### src/rtl/brel_pkg.sv
package brel_pkg;

  typedef enum logic [2:0] {
    ST_OWN      = 3'd0,
    ST_DRAIN    = 3'd1,
    ST_NEGATE   = 3'd2,
    ST_RELEASED = 3'd3,
    ST_RECLAIM  = 3'd4,
    ST_HANDBACK = 3'd5,
    ST_CTLDRV   = 3'd6
  } brel_state_e;

  typedef struct packed {
    logic gnt_n;
    logic ctl_oe;
    logic ctl_idle;
    logic ad_oe;
    logic owned;
  } brel_drive_t;

  // Pad drive pattern held during each phase of the sequence.
  function automatic brel_drive_t drive_of(input brel_state_e s);
    brel_drive_t d;
    case (s)
      ST_OWN:      d = '{gnt_n: 1'b1, ctl_oe: 1'b1, ctl_idle: 1'b0, ad_oe: 1'b1, owned: 1'b1};
      ST_DRAIN:    d = '{gnt_n: 1'b1, ctl_oe: 1'b1, ctl_idle: 1'b0, ad_oe: 1'b1, owned: 1'b0};
      ST_NEGATE:   d = '{gnt_n: 1'b1, ctl_oe: 1'b1, ctl_idle: 1'b1, ad_oe: 1'b1, owned: 1'b0};
      ST_RELEASED: d = '{gnt_n: 1'b0, ctl_oe: 1'b0, ctl_idle: 1'b1, ad_oe: 1'b0, owned: 1'b0};
      ST_RECLAIM,
      ST_HANDBACK: d = '{gnt_n: 1'b1, ctl_oe: 1'b0, ctl_idle: 1'b1, ad_oe: 1'b0, owned: 1'b0};
      ST_CTLDRV:   d = '{gnt_n: 1'b1, ctl_oe: 1'b1, ctl_idle: 1'b1, ad_oe: 1'b0, owned: 1'b0};
      default:     d = '{gnt_n: 1'b1, ctl_oe: 1'b1, ctl_idle: 1'b0, ad_oe: 1'b1, owned: 1'b1};
    endcase
    return d;
  endfunction

  // The bus may be let go once no cycle runs and no bank is left open.
  function automatic logic drain_ok_f(input logic busy, input logic bank, input logic pchg);
    return !busy && (!bank || pchg);
  endfunction

  // True when the current high sample completes a run of run_min samples.
  function automatic logic run_done_f(input int unsigned prior, input logic hi,
                                      input int unsigned run_min);
    return hi && (prior + 1 >= run_min);
  endfunction

endpackage

### src/rtl/brel_drain_mon.sv
module brel_drain_mon (
  input  logic cyc_busy,
  input  logic bank_open,
  input  logic pchg_done,
  output logic drain_ok
);
  import brel_pkg::*;

  always_comb begin
    drain_ok = drain_ok_f(cyc_busy, bank_open, pchg_done);
  end
endmodule

### src/rtl/brel_neg_counter.sv
module brel_neg_counter #(
  parameter int unsigned NEG_MIN = 2
) (
  input  logic clk,
  input  logic rst_n,
  input  logic count_en,
  input  logic xreq_n,
  output logic run_done
);
  import brel_pkg::*;

  localparam int unsigned CW = (NEG_MIN < 2) ? 1 : $clog2(NEG_MIN + 1);

  logic [CW-1:0] run_q;

  always_ff @(posedge clk or negedge rst_n) begin
    if (!rst_n) begin
      run_q <= '0;
    end else if (!count_en || !xreq_n) begin
      run_q <= '0;
    end else if (int'(run_q) < int'(NEG_MIN)) begin
      run_q <= run_q + 1'b1;
    end
  end

  always_comb begin
    run_done = count_en && run_done_f(int'(run_q), xreq_n, NEG_MIN);
  end
endmodule

### src/rtl/brel_seq.sv
module brel_seq (
  input  logic                  clk,
  input  logic                  rst_n,
  input  logic                  xreq_n,
  input  logic                  drain_ok,
  input  logic                  run_done,
  input  logic                  rfsh_req,
  output brel_pkg::brel_state_e state_d,
  output logic                  count_en
);
  import brel_pkg::*;

  brel_state_e state_q;

  always_ff @(posedge clk or negedge rst_n) begin
    if (!rst_n) state_q <= ST_OWN;
    else        state_q <= state_d;
  end

  always_comb begin
    state_d = state_q;
    case (state_q)
      ST_OWN: begin
        if (!xreq_n) state_d = drain_ok ? ST_NEGATE : ST_DRAIN;
      end
      ST_DRAIN: begin
        if (xreq_n)        state_d = ST_OWN;
        else if (drain_ok) state_d = ST_NEGATE;
      end
      ST_NEGATE:   state_d = ST_RELEASED;
      ST_RELEASED: begin
        if (run_done)      state_d = ST_HANDBACK;
        else if (rfsh_req) state_d = ST_RECLAIM;
      end
      ST_RECLAIM: begin
        if (run_done) state_d = ST_CTLDRV;
      end
      ST_HANDBACK: state_d = ST_CTLDRV;
      ST_CTLDRV:   state_d = ST_OWN;
      default:     state_d = ST_OWN;
    endcase
  end

  always_comb begin
    count_en = (state_q == ST_RELEASED) || (state_q == ST_RECLAIM);
  end
endmodule

### src/rtl/brel_drive_reg.sv
module brel_drive_reg (
  input  logic                  clk,
  input  logic                  rst_n,
  input  brel_pkg::brel_state_e state_d,
  output brel_pkg::brel_drive_t drive_q
);
  import brel_pkg::*;

  always_ff @(posedge clk or negedge rst_n) begin
    if (!rst_n) drive_q <= drive_of(ST_OWN);
    else        drive_q <= drive_of(state_d);
  end
endmodule

### src/rtl/brel_arbiter.sv
module brel_arbiter #(
  parameter int unsigned NEG_MIN = 2
) (
  input  logic clk,
  input  logic rst_n,
  input  logic xreq_n,
  input  logic cyc_busy,
  input  logic bank_open,
  input  logic pchg_done,
  input  logic rfsh_req,
  output logic xgnt_n,
  output logic ctl_oe,
  output logic ctl_idle,
  output logic ad_oe,
  output logic bus_owned
);
  import brel_pkg::*;

  // Named internal events
  logic        drain_ok;
  logic        run_done;
  logic        count_en;
  brel_state_e state_d;
  brel_drive_t drive_q;

  brel_drain_mon u_drain (
    .cyc_busy  (cyc_busy),
    .bank_open (bank_open),
    .pchg_done (pchg_done),
    .drain_ok  (drain_ok)
  );

  brel_neg_counter #(.NEG_MIN(NEG_MIN)) u_negcnt (
    .clk      (clk),
    .rst_n    (rst_n),
    .count_en (count_en),
    .xreq_n   (xreq_n),
    .run_done (run_done)
  );

  brel_seq u_seq (
    .clk      (clk),
    .rst_n    (rst_n),
    .xreq_n   (xreq_n),
    .drain_ok (drain_ok),
    .run_done (run_done),
    .rfsh_req (rfsh_req),
    .state_d  (state_d),
    .count_en (count_en)
  );

  brel_drive_reg u_drive (
    .clk     (clk),
    .rst_n   (rst_n),
    .state_d (state_d),
    .drive_q (drive_q)
  );

  assign xgnt_n    = drive_q.gnt_n;
  assign ctl_oe    = drive_q.ctl_oe;
  assign ctl_idle  = drive_q.ctl_idle;
  assign ad_oe     = drive_q.ad_oe;
  assign bus_owned = drive_q.owned;
endmodule

### config.mk
export PLATFORM = sky130hd
export DESIGN_NAME = brel_arbiter
export DESIGN_NICKNAME = d
export VERILOG_FILES = /design/src/rtl/brel_pkg.sv /design/src/rtl/brel_drain_mon.sv /design/src/rtl/brel_neg_counter.sv /design/src/rtl/brel_seq.sv /design/src/rtl/brel_drive_reg.sv /design/src/rtl/brel_arbiter.sv
export SDC_FILE = /design/constraint.sdc
export NUM_CORES = 1
export LEC_CHECK = 0
export BUFFER_PORTS_ARGS = -buffer_cell sky130_fd_sc_hd__buf_2
export CAP_MARGIN = 20
export CORE_MARGIN = 2
export CORE_UTILIZATION = 29
export CTS_BUF_LIST = sky130_fd_sc_hd__clkbuf_4 sky130_fd_sc_hd__clkbuf_8
export CTS_CLUSTER_DIAMETER = 40
export CTS_CLUSTER_SIZE = 40
export DETAILED_ROUTE_END_ITERATION = 16
export GPL_TIMING_DRIVEN = 0
export HOLD_SLACK_MARGIN = 0.08
export PLACE_DENSITY = 0.47
export SETUP_SLACK_MARGIN = 0.05
export SLEW_MARGIN = 40
export SYNTH_ARGS = -nofsm -noshare
export SYNTH_HDL_FRONTEND = slang
export SYNTH_SLANG_ARGS = --single-unit
### constraint.sdc
create_clock -name clk -period 1.6 [get_ports clk]
set_input_delay 0.32 -clock clk [delete_from_list [all_inputs] [get_ports clk]]
set_output_delay 0.32 -clock clk [all_outputs]
set_load 0.02 [all_outputs]
# Word-level counts from Yosys, hierarchy flattened
# Index checks and enable logic that the tools add are counted.
[word_totals] regBits=10 in_bits=7 output_inout_bits=5 wordCells=46
[op_classes] add_sub_neg=2 order_cmp=2 n_eq_ne=11 muxes=11 reduce_logical=13
[op_table] cell="greater-or-equal comparator 32 x 2 -> 1 bit, second input constant" count=1
[op_table] cell="one-hot mux 5 bit (5 select lines)" count=1
[op_table] cell="2-to-1 mux 3 bit" count=6
[op_table] cell="one-hot mux 3 bit (6 select lines)" count=1
[op_table] cell="== test 3 bit, second input constant" count=5
[op_table] cell="== test 3 x 2 -> 1 bit, second input constant" count=4
[op_table] cell="== test 3 x 1 -> 1 bit, second input constant" count=2
[op_table] cell="2-to-1 mux 2 bit" count=3
[op_table] cell="logical NOT 1 bit" count=4
[op_table] cell="adder 2 x 1 -> 3 bit, second input constant" count=1
[op_table] cell="logical AND 1 bit" count=3
[op_table] cell="logical NOT 3 bit" count=1
[op_table] cell="logical OR 1 bit" count=3
[op_table] cell="adder 2 x 1 -> 2 bit, second input constant" count=1
[op_table] cell="< comparator 2 bit, second input constant" count=1
[op_table] cell="nonzero test 2 bit" count=1
[op_table] cell="OR reduction 2 bit" count=1

# Depth between registers and ports, before layout
# Gate-level depths: netlist of run 1.
[depth] word_depth=9 depth_mapped=5 mapped_depth_nobuf=5

# Hierarchy
# Synthesis of run 1 repeated with hierarchy kept, for this count alone.
[hier_totals] hier_cells=44 hier_area_um2=454.2
[by_module_without_submodules] mod="brel_drive_reg" instances=1 cells_each=14 area_per_inst_um2=183.9 seq_area_each_um2=130.1
[by_module_without_submodules] mod="brel_seq" instances=1 cells_each=17 area_per_inst_um2=160.2 seq_area_each_um2=75.1
[by_module_without_submodules] mod="brel_neg_counter" instances=1 cells_each=11 area_per_inst_um2=97.6 seq_area_each_um2=50.0
[by_module_without_submodules] mod="brel_drain_mon" instances=1 cells_each=2 area_per_inst_um2=12.5 seq_area_each_um2=0.0

# Least setup slack after synthesis of run 1
# OpenSTA, ideal clock, no wires.
[synth_timing] path_type="reg-to-reg" start="register u_negcnt.run_q[1]" end="register u_seq.state_q[1]" setup_time_ps=94 arrival_time_ps=1083 t_required_ps=1506 slack_ps=424 path_stages_with_launch=6 path_buffers=0 synth_period_minus_slack_ps=1176 cell_sequence="dfrtp_1 inv_1 ha_1 nor2b_4 o21a_4 a221oi_2"
[synth_between] elab_chain_len=6 elab_cells_between_ends=7 classes_between="1 x add/sub; 1 x order compare; 3 x mux; 2 x reduce/logical"
[synth_rtl] element="start: declaration" line_no="brel_neg_counter.sv:14" source="logic [CW-1:0] run_q;"
[synth_rtl] element="start signal: assignment" line_no="brel_neg_counter.sv:22" source="run_q <= run_q + 1'b1;"
[synth_rtl] element="adder 2 x 1 -> 3 bit *" line_no="brel_pkg.sv:45" source="return hi && (prior + 1 >= run_min);"
[synth_rtl] element="greater-or-equal comparator 32 x 2 -> 1 bit *" line_no="brel_pkg.sv:45"
[synth_rtl] element="logical AND 1 bit *" line_no="brel_pkg.sv:45"
[synth_rtl] element="logical AND 1 bit *" line_no="brel_neg_counter.sv:27" source="run_done = count_en && run_done_f(int'(run_q), xreq_n, NEG_MIN);"
[synth_rtl] element="2-to-1 mux 3 bit (on tied branches)" line_no="brel_seq.sv:36, brel_seq.sv:32"
[synth_rtl] element="one-hot mux 3 bit (6 select lines) *" line_no="brel_seq.sv:22" source="case (state_q)"
[synth_rtl] element="named net state_d[1]" line_no="brel_arbiter.sv:23" source="brel_state_e state_d;"
[synth_rtl] element="end signal: assignment" line_no="brel_seq.sv:17" source="else state_q <= state_d;"
[synth_rtl] element="end: declaration" line_no="brel_seq.sv:13" source="brel_state_e state_q;"
# The timed path passes the listed nets; every way through them passes the cells marked *.
# A chain may end at the register's enable or synchronous reset.

# Worst setup path after layout of run 1
# Ends and elaborated chain as after synthesis.

==> flow_summary.ini, run 1 <==
[cts]
numClockSinks = 10
post_cts_resized = 0
cts-root-buf = sky130_fd_sc_hd__clkbuf_4
cts_max_path_buffers = 2
cts.reportedPaths.clkPinSlew_ns = 0.06
source_to_sink_clock_delay_at_the_later_pin_of_the_worst_skew_pair_ns = 0.25
cts_tree = yes
cts_inserted_buffers = 3
clock_tree.htree_level_count = 1

[timing]
whs_ns = 0.315
fin_crit_sh = 0.779
timing.fmax_mhz = 802
timing_max_transition_violations_final = 0
rsz_0062_raised_after_global_routing = false
worst_slew_margin = 0.834
slew_at_the_pin_closest_to_its_max_slew_limit_ns = 0.248
final.setup.tns_ns = 0
timing.final.crit_period_ns = 1.25
hold_viol = 0
finClkSkew_ns = 0.000257
setup_viol = 0

[placed_design]
detailed_place_hpwl_um = 595
postPlaceCellArea_um2 = 551
gpl.final_weighted_congestion = 0.657
io_buffer_count = 11

[worst_setup_path]
cp-start-kind = register
arrival_ns = 1.41
setup_slack_of_the_worst_register_to_register_path_ns = 0.35
crit_path_max_fanout = 4
worstSetupPathType = reg2reg
endpoint_kind = register
timing.critical_path.required_ns = 1.76

[power_and_ir_drop]
vdd.ir_drop.worst_uv = 550
power-per-cell-area_nw_per_um2 = 1960
static_leakage_nw = 0.281

[floorplan]
std_cell_rows = 14
design.die.area_um2 = 1980
coreArea_um2 = 1520
die_h_um = 44.5
dieWidth_um = 44.5
num_io_pins = 12
floorplan.initialDensity = 0.312

[layout]
finalNetCount = 70
area_delta_synth_final_pct = 22.6
layout_cells_sized_above_1 = 0.400
post-route-cell-area_um2 = 583
antennaDiodeCount = 0

[grt]
antenna_found_initial = 0
grt_start_max_net_pins = 11
first_global_vias = 304
global_route_wire_length_before_repair_mm = 1.33
grtUsageTotal = 0.0958
gr-total-overflow = 0

[synthesis]
synth.lib_cells_used.distinct = 21
synth_area_per_cell_um2 = 10.6
syn_inst = 45
sequential_fraction_of_the_synthesis_area = 0.537
ys_warnings = 0
syn-num-nets = 53
synth_seq_cells = 10
syn_area_um2 = 475

[route]
ant_nets = 0
detail_route.wl_per_cell_um = 10.9
dr.first_iter.drc_count = 5
finalWirelength_um = 825
via_total_after_detailed_routing = 350
remaining_drc_errors = 0
drt-vias-per-instance = 4.61
first_pass_iters = 4

[hold_path]
min_path_type = in2reg

[status]
run_status = complete, no violations

[flow_run]
max_cap_viol_count = 0
==> cells by family (layout without fill, tap and decap cells) <==
kind of cell,Yosys count,count (layout),share of synthesized area
AOI/OAI and AO/OA,11,11,0.179
xor gates and xnor gates,1,1,0.0184
adders and majority gates,1,1,0.0263
buffers and inverters,4,19,0.0368
DFF,10,10,0.537
and+or+nand+nor,18,18,0.203
==> critical path, cell delays in order (launching register included) <==
cell,delay [ns]
sky130_fd_sc_hd__dfrtp_1,0.40
sky130_fd_sc_hd__inv_1,0.06
sky130_fd_sc_hd__ha_1,0.18
sky130_fd_sc_hd__nor2b_4,0.06
sky130_fd_sc_hd__o21a_4,0.20
sky130_fd_sc_hd__a221oi_2,0.25
==> state kept, by name, indices dropped and copies added (netlist names) <==
signal / count
u_seq.state_q: 3
u_negcnt.run_q: 2
u_drive.drive_q: 5
==> layout by cell type (no fill, tap or decap) <==
| cell type | synthesis | layout |
|---|---|---|
| sky130_fd_sc_hd__buf_2 | 2 | 13 |
| sky130_fd_sc_hd__o21a_4 | 1 | 1 |
| sky130_fd_sc_hd__nor2b_1 | 3 | 3 |
| sky130_fd_sc_hd__dfstp_2 | 4 | 4 |
| sky130_fd_sc_hd__dlygate4sd3_1 | 0 | 1 |
| sky130_fd_sc_hd__nor3b_1 | 1 | 1 |
| sky130_fd_sc_hd__o31a_2 | 1 | 1 |
| sky130_fd_sc_hd__ha_1 | 1 | 1 |
| sky130_fd_sc_hd__nand2b_1 | 1 | 1 |
| sky130_fd_sc_hd__nor2b_4 | 1 | 1 |
| sky130_fd_sc_hd__clkbuf_4 | 0 | 3 |
| sky130_fd_sc_hd__and3b_1 | 1 | 1 |
| sky130_fd_sc_hd__a221oi_2 | 1 | 1 |
| sky130_fd_sc_hd__dfrtp_1 | 6 | 6 |
| sky130_fd_sc_hd__inv_1 | 2 | 2 |
| sky130_fd_sc_hd__o21bai_1 | 1 | 1 |
| sky130_fd_sc_hd__nor2_1 | 7 | 7 |
| sky130_fd_sc_hd__a21oi_1 | 3 | 3 |
| sky130_fd_sc_hd__o21ai_1 | 1 | 1 |
| sky130_fd_sc_hd__nand2_1 | 4 | 4 |
| sky130_fd_sc_hd__o21ai_0 | 2 | 2 |
| sky130_fd_sc_hd__xor2_1 | 1 | 1 |
| sky130_fd_sc_hd__a21o_1 | 1 | 1 |
==> per-layer routing <==
metal / global-route usage / share of wire / vias to the layer above / routed length (um)
met5: 0 / 0 / - / 0
met4: 0.0727 / 0 / 0 / 0
met3: 0.0245 / 0.069 / 0 / 57
met2: 0.113 / 0.39 / 12 / 325
met1: 0.143 / 0.54 / 156 / 442
li1: - / - / 182 / -
==> layout make-up <==
| cell class | count | area [um^2] |
|---|---|---|
| Clock buffer | 3 | 22.5 |
| Fill cell | 158 | 941 |
| Inverter | 2 | 7.51 |
| Multi-Input combinational cell | 31 | 203 |
| Sequential cell | 10 | 255 |
| Buffer | 2 | 10.0 |
| Timing Repair Buffer | 12 | 65.1 |
| Tap cell | 16 | 20.0 |
==> repair_timing <==
| action | 4_1_cts | 5_1_grt |
|---|---|---|
| setup buffers | 0 | 0 |
| hold buffers | 1 | 0 |
| hold endpoints to repair | 6 | 0 |
==> where the power goes <==
part | switching [W] | leakage (nW) | internal, W
Sequential | 0.0000470 | 0.117 | 0.000398
Clock | 0.0000759 | 0.0138 | 0.0000864
Combinational | 0.000315 | 0.150 | 0.000222
Total | 0.000438 | 0.281 | 0.000707
==> stage by stage <==
stage / power, W / utilization / worst slack (ns) / std cells
global placement: 0.000984 / 0.361 / 0.375 / 72
detailed placement: 0.000985 / 0.361 / 0.370 / 72
global route: 0.00124 / 0.383 / 0.286 / 76
finish: 0.00114 / 0.383 / 0.353 / 76
floorplan: 0.000857 / - / 0.424 / 45
CTS: 0.00116 / 0.383 / 0.347 / 76
==> cells in the mapped netlist <==
master | count | area share
sky130_fd_sc_hd__o21ai_1 | 1 | 0.011
sky130_fd_sc_hd__o31a_2 | 1 | 0.021
sky130_fd_sc_hd__xor2_1 | 1 | 0.018
sky130_fd_sc_hd__dfrtp_1 | 6 | 0.32
sky130_fd_sc_hd__nor3b_1 | 1 | 0.016
sky130_fd_sc_hd__a221oi_2 | 1 | 0.032
sky130_fd_sc_hd__and3b_1 | 1 | 0.018
sky130_fd_sc_hd__buf_2 | 2 | 0.021
sky130_fd_sc_hd__inv_1 | 2 | 0.016
sky130_fd_sc_hd__dfstp_2 | 4 | 0.22
sky130_fd_sc_hd__ha_1 | 1 | 0.026
sky130_fd_sc_hd__nand2_1 | 4 | 0.032
sky130_fd_sc_hd__nor2b_1 | 3 | 0.039
sky130_fd_sc_hd__o21ai_0 | 2 | 0.021
sky130_fd_sc_hd__o21bai_1 | 1 | 0.016
sky130_fd_sc_hd__a21o_1 | 1 | 0.016
sky130_fd_sc_hd__nand2b_1 | 1 | 0.013
sky130_fd_sc_hd__o21a_4 | 1 | 0.032
sky130_fd_sc_hd__a21oi_1 | 3 | 0.032
sky130_fd_sc_hd__nor2_1 | 7 | 0.055
sky130_fd_sc_hd__nor2b_4 | 1 | 0.029
==> worst paths after layout <==
| check | start | endpoint | depth (start not counted) |
|---|---|---|---|
| max | u_negcnt.run_q[1] | u_seq.state_q[1] | 5 |
| min | xreq_n | u_drive.drive_q[0] | 3 |
| max reg2reg | u_negcnt.run_q[1] | u_seq.state_q[1] | 5 |
| min reg2reg | u_negcnt.run_q[1] | u_negcnt.run_q[1] | 2 |
| max in group asynchronous | rst_n | u_drive.drive_q[0] | 2 |
| min in group asynchronous | rst_n | u_negcnt.run_q[0] | 2 |
Power figures use the tool's default switching activity.
==> run 2: changes to the inputs <==
--- a/config.mk
+++ b/config.mk
@@ -15,7 +15,7 @@
 export DETAILED_ROUTE_END_ITERATION = 16
 export GPL_TIMING_DRIVEN = 0
 export HOLD_SLACK_MARGIN = 0.08
-export PLACE_DENSITY = 0.47
+export PLACE_DENSITY = 0.49
 export SETUP_SLACK_MARGIN = 0.05
 export SLEW_MARGIN = 40
 export SYNTH_ARGS = -nofsm -noshare
==> constraint.sdc (replaced) <==
create_clock -name clk -period 1.1 [get_ports clk]
set_input_delay 0.22 -clock clk [delete_from_list [all_inputs] [get_ports clk]]
set_output_delay 0.22 -clock clk [all_outputs]
set_load 0.02 [all_outputs]
==> flow_summary.ini, run 2 (synthesized netlist as in run 1, its figures left out) <==
[route]
remaining_drc_errors = 0
drt-vias-per-instance = 4.65
via_total_after_detailed_routing = 381
first_pass_iters = 4
detail_route.wl_per_cell_um = 10.5
dr.first_iter.drc_count = 5
finalWirelength_um = 857
ant_nets = 0

[timing]
rsz_0062_raised_after_global_routing = true
whs_ns = 0.193
setup_viol = 6
timing_max_transition_violations_final = 0
slew_at_the_pin_closest_to_its_max_slew_limit_ns = 0.237
postLayoutSetupSlackWorst_ns = -0.0645
timing.final.crit_period_ns = 1.16
hold_viol = 0
timing.fmax_mhz = 859
finClkSkew_ns = 0.00446
fin_crit_sh = 1.06
worst_slew_margin = 0.842

[power_and_ir_drop]
pwr-share-comb = 0.499
vdd.ir_drop.worst_uv = 979
power-per-cell-area_nw_per_um2 = 2940
power.switching_w = 0.000717
p_int_w = 0.00130
switching_share = 0.355
power_frac_clock = 0.165
seq_power_share = 0.336
static_leakage_nw = 0.329
report.power.total_w = 0.00202

[layout]
area_delta_synth_final_pct = 44.5
filler_cell_count = 147
finalNetCount = 75
leading_cell_type_in_the_layout_fill_and_taps_excluded = sky130_fd_sc_hd__buf_2
layout_cells_sized_above_1 = 0.530
largest_registers = u_drive.drive_q: 5 flops, u_seq.state_q: 3 flops, u_negcnt.run_q: 2 flops
antennaDiodeCount = 0
largest_register_ff_count = 5
final_util = 0.451
largest-register = u_drive.drive_q
multiInputGateArea_um2 = 224
post-route-cell-area_um2 = 687
ff_latch_area_um2 = 255
non_filler_cells_final = 82
most-common-layout-cells = 8 x sky130_fd_sc_hd__buf_2, 7 x sky130_fd_sc_hd__nor2_1, 6 x sky130_fd_sc_hd__dfrtp_1, 5 x sky130_fd_sc_hd__buf_6, 5 x sky130_fd_sc_hd__buf_4

[worst_setup_path]
worstReg2RegEnd = u_seq.state_q[1]
worstRegToRegCells = 5
crit_path_max_fanout = 4
arrival_ns = 1.34
endpoint_kind = register
rr_startpoint = u_negcnt.run_q[0]
timing.critical_path.required_ns = 1.28
worstSetupPathType = reg2reg
setup_slack_of_the_worst_register_to_register_path_ns = -0.06
cp-start-kind = register

[status]
violated_checks = setup timing
run_status = finished, violations left

[cts]
cts_max_path_buffers = 2
cts_tree = yes
numClockSinks = 10
cts-root-buf = sky130_fd_sc_hd__clkbuf_4
cts.reportedPaths.clkPinSlew_ns = 0.07
clock_tree.htree_level_count = 1
source_to_sink_clock_delay_at_the_later_pin_of_the_worst_skew_pair_ns = 0.26
cts_inserted_buffers = 3

[hold_path]
worst_hold_path.endpoint = u_drive.drive_q[0]
hold_path_depth = 3
hold_start = xreq_n
min_path_type = in2reg

[grt]
gr-total-overflow = 0
grtUsageTotal = 0.107
first_global_vias = 336
grt_start_max_net_pins = 11
global_route_wire_length_before_repair_mm = 1.46
antenna_found_initial = 0

[placed_design]
dp.cells = 72
detailed_place_hpwl_um = 593
io_buffer_count = 11
postPlaceCellArea_um2 = 553
gpl.final_weighted_congestion = 0.673

[floorplan]
num_io_pins = 12
design.die.area_um2 = 1980
dieWidth_um = 44.5
floorplan.initialDensity = 0.312
std_cell_rows = 14
die_h_um = 44.5
coreArea_um2 = 1520

[flow_run]
max_cap_viol_count = 0
-- run 2: changes by cell type in the layout (fill, tap and decap cells not counted) --
cell,delta
sky130_fd_sc_hd__buf_2,-5
sky130_fd_sc_hd__nor3b_2,+1
sky130_fd_sc_hd__o21ai_2,+1
sky130_fd_sc_hd__o21ai_1,-1
sky130_fd_sc_hd__nor3b_1,-1
sky130_fd_sc_hd__inv_2,+2
sky130_fd_sc_hd__clkbuf_8,+1
sky130_fd_sc_hd__inv_1,-2
sky130_fd_sc_hd__ha_1,-1
sky130_fd_sc_hd__ha_4,+1
sky130_fd_sc_hd__buf_6,+5
sky130_fd_sc_hd__buf_4,+5
-- run 2: what timing repair did --
item                                    CTS  global route
pin swaps                                 3             4
hold endpoints to repair                 10             0
cloned                                    0             1
endpoints found under the setup margin   10            12
buffers inserted                          3             1
gates resized for setup                   8            10
hold buffers                              1             0
-- run 2: layout make-up --
cell class,instances,area share
inverter,2,0.0109
sequential,10,0.372
multi-input combinational,31,0.326
buffer,2,0.0273
timing repair buffer,17,0.182
tap,16,0.0291
clock buffer,4,0.0528
-- run 2: worst max path at each step --
stage	startpoint	endpoint	slack [ns]	cells past startpoint
after floorplan	u_negcnt.run_q[1]	u_seq.state_q[1]	-0.05	5
after global placement	u_negcnt.run_q[1]	u_seq.state_q[1]	-0.1	5
after detailed placement	u_negcnt.run_q[1]	u_seq.state_q[1]	-0.1	5
after CTS	u_negcnt.run_q[0]	u_seq.state_q[1]	-0.08	5
after global routing	u_negcnt.run_q[0]	u_seq.state_q[1]	-0.11	5
final	u_negcnt.run_q[0]	u_seq.state_q[1]	-0.06	5
-- run 2: stage by stage --
| stage | setup TNS [ns] | setup WS, ns |
|---|---|---|
| global placement | -0.163 | -0.0958 |
| floorplan | -0.0729 | -0.0491 |
| CTS | -0.232 | -0.0835 |
| global route | -0.428 | -0.106 |
| detailed placement | -0.170 | -0.0950 |
| finish | -0.160 | -0.0645 |
-- run 2: power groups by stage --
stage,Sequential (W),Clock [W],Combinational [W]
after global routing,0.000697,0.000360,0.00110
final,0.000680,0.000333,0.00101
after CTS,0.000666,0.000338,0.000905
after global placement,0.000652,0,0.000781
after detailed placement,0.000655,0,0.000779
after floorplan,0.000775,0,0.000473
-- run 2: worst max-delay path, stage by stage, from the launching register on --
cell                       delay, ns
sky130_fd_sc_hd__dfrtp_1        0.40
sky130_fd_sc_hd__inv_2          0.08
sky130_fd_sc_hd__ha_4           0.14
sky130_fd_sc_hd__nor2b_4        0.04
sky130_fd_sc_hd__o21a_4         0.20
sky130_fd_sc_hd__a221oi_2       0.22
-- run 2: per-layer routing --
layer  global-route usage  up-vias  share of wire
met3               0.0367        2          0.051
met4               0.0909        0          0.020
met2                0.136       11           0.42
met1                0.142      172           0.50
li1                     -      196              -
met5                    0        -              0
==> run 3: changes to the inputs <==
==> constraint.sdc (replaced) <==
create_clock -name clk -period 1 [get_ports clk]
set_input_delay 0.2 -clock clk [delete_from_list [all_inputs] [get_ports clk]]
set_output_delay 0.2 -clock clk [all_outputs]
set_load 0.02 [all_outputs]
==> flow_summary.ini, run 3 (synthesized netlist as in run 1, its figures left out) <==
[status]
run_status = finished, violations left
violated_checks = setup timing

[placed_design]
io_buffer_count = 11
gpl.final_weighted_congestion = 0.730
dp.cells = 72
postPlaceCellArea_um2 = 559
detailed_place_hpwl_um = 608

[timing]
worst_slew_margin = 0.842
whs_ns = 0.183
finClkSkew_ns = 0.000986
rsz_0062_raised_after_global_routing = true
timing.fmax_mhz = 867
hold_viol = 0
postLayoutSetupSlackWorst_ns = -0.154
timing.final.crit_period_ns = 1.15
timing_max_transition_violations_final = 0
fin_crit_sh = 1.15
setup_viol = 11
slew_at_the_pin_closest_to_its_max_slew_limit_ns = 0.237

[power_and_ir_drop]
power_frac_clock = 0.161
pwr-share-comb = 0.513
vdd.ir_drop.worst_uv = 1070
report.power.total_w = 0.00232
static_leakage_nw = 0.334
switching_share = 0.360
power.switching_w = 0.000835
seq_power_share = 0.326
p_int_w = 0.00149
power-per-cell-area_nw_per_um2 = 3280

[layout]
final_util = 0.465
filler_cell_count = 142
largest-register = u_drive.drive_q
finalNetCount = 75
largest_register_ff_count = 5
post-route-cell-area_um2 = 708
antennaDiodeCount = 0
most-common-layout-cells = 7 x sky130_fd_sc_hd__buf_6, 7 x sky130_fd_sc_hd__buf_2, 6 x sky130_fd_sc_hd__nor2_1, 6 x sky130_fd_sc_hd__dfrtp_1
largest_registers = u_drive.drive_q: 5 flops, u_seq.state_q: 3 flops, u_negcnt.run_q: 2 flops
area_delta_synth_final_pct = 48.9
layout_cells_sized_above_1 = 0.561
non_filler_cells_final = 82

[route]
first_pass_iters = 4
detail_route.wl_per_cell_um = 10.9
dr.first_iter.drc_count = 4
remaining_drc_errors = 0
via_total_after_detailed_routing = 381
finalWirelength_um = 897
drt-vias-per-instance = 4.65
ant_nets = 0

[worst_setup_path]
endpoint_kind = register
timing.critical_path.required_ns = 1.18
setup_slack_of_the_worst_register_to_register_path_ns = -0.15
cp-start-kind = register
worstSetupPathType = reg2reg
worstRegToRegCells = 5
worstReg2RegEnd = u_seq.state_q[1]
arrival_ns = 1.34
rr_startpoint = u_negcnt.run_q[1]
crit_path_max_fanout = 4

[floorplan]
coreArea_um2 = 1520
design.die.area_um2 = 1980
floorplan.initialDensity = 0.312
dieWidth_um = 44.5
num_io_pins = 12
std_cell_rows = 14
die_h_um = 44.5

[cts]
source_to_sink_clock_delay_at_the_later_pin_of_the_worst_skew_pair_ns = 0.27
cts_tree = yes
cts_max_path_buffers = 2
numClockSinks = 10
cts-root-buf = sky130_fd_sc_hd__clkbuf_4
clock_tree.htree_level_count = 1
cts.reportedPaths.clkPinSlew_ns = 0.07
cts_inserted_buffers = 3

[grt]
global_route_wire_length_before_repair_mm = 1.57
first_global_vias = 376
gr-total-overflow = 0
grtUsageTotal = 0.116
grt_start_max_net_pins = 11
antenna_found_initial = 0

[hold_path]
worst_hold_path.endpoint = u_drive.drive_q[0]
hold_start = xreq_n
min_path_type = in2reg
hold_path_depth = 3

[flow_run]
max_cap_viol_count = 0
==> run 3: cell counts in the layout (fill, tap and decap cells not counted) <==
No cell type changed its count.
==> run 3: power groups by stage <==
| stage | registers (W) | logic (W) | clock network (W) |
|---|---|---|---|
| 6_report | 0.000757 | 0.00119 | 0.000374 |
| 5_1_grt | 0.000779 | 0.00129 | 0.000417 |
| 4_1_cts | 0.000754 | 0.00113 | 0.000380 |
| 3_5_place_dp | 0.000728 | 0.000889 | 0 |
| 3_3_place_gp | 0.000723 | 0.000889 | 0 |
| 2_1_floorplan | 0.000858 | 0.000544 | 0 |
==> run 3: worst max-delay path: stages, from the launching register on <==
cell	delay [ns]
sky130_fd_sc_hd__dfrtp_1	0.39
sky130_fd_sc_hd__inv_2	0.07
sky130_fd_sc_hd__ha_4	0.14
sky130_fd_sc_hd__nor2b_4	0.05
sky130_fd_sc_hd__o21a_4	0.20
sky130_fd_sc_hd__a221oi_2	0.22
==> run 3: how the worst max path moves through the flow <==
stage	startpoint	end	slack (ns)	cells after the start
after floorplan	u_negcnt.run_q[1]	u_seq.state_q[1]	-0.15	5
final	u_negcnt.run_q[1]	u_seq.state_q[1]	-0.15	5
after detailed placement	u_negcnt.run_q[0]	u_seq.state_q[1]	-0.20	5
after CTS	u_negcnt.run_q[1]	u_seq.state_q[1]	-0.16	5
after global routing	u_negcnt.run_q[1]	u_seq.state_q[1]	-0.21	5
after global placement	u_negcnt.run_q[1]	u_seq.state_q[1]	-0.21	5
==> run 3: per-stage QoR <==
step                      setup WS (ns)  TNS [ns]
final                            -0.154    -0.793
after CTS                        -0.157    -0.827
after detailed placement         -0.205    -0.708
after global routing             -0.209     -1.30
after global placement           -0.208    -0.670
after floorplan                  -0.149    -0.328
==> run 3: repair_timing <==
item | CTS | global route
buffers inserted | 3 | 1
resized for setup | 16 | 4
hold endpoints to repair | 10 | 0
pin swaps | 4 | 0
setup endpoints to repair | 13 | 13
hold buffers | 1 | 0
cloned | 1 | 0
==> run 3: per-layer routing <==
layer	global-route usage	wire [um]	up-vias
met4	0.109	22	0
met2	0.177	394	12
met3	0.0367	35	3
li1	-	-	192
met1	0.126	445	174
met5	0	0	-
==> run 3: cell type report <==
| class | count | area [um^2] | area share |
|---|---|---|---|
| Sequential cell | 10 | 255 | 0.360 |
| Multi-Input combinational cell | 31 | 235 | 0.332 |
| Timing Repair Buffer | 17 | 131 | 0.186 |
| Clock buffer | 4 | 36.3 | 0.0512 |
| Buffer | 2 | 22.5 | 0.0318 |
| Tap cell | 16 | 20.0 | 0.0283 |
| Inverter | 2 | 7.51 | 0.0106 |
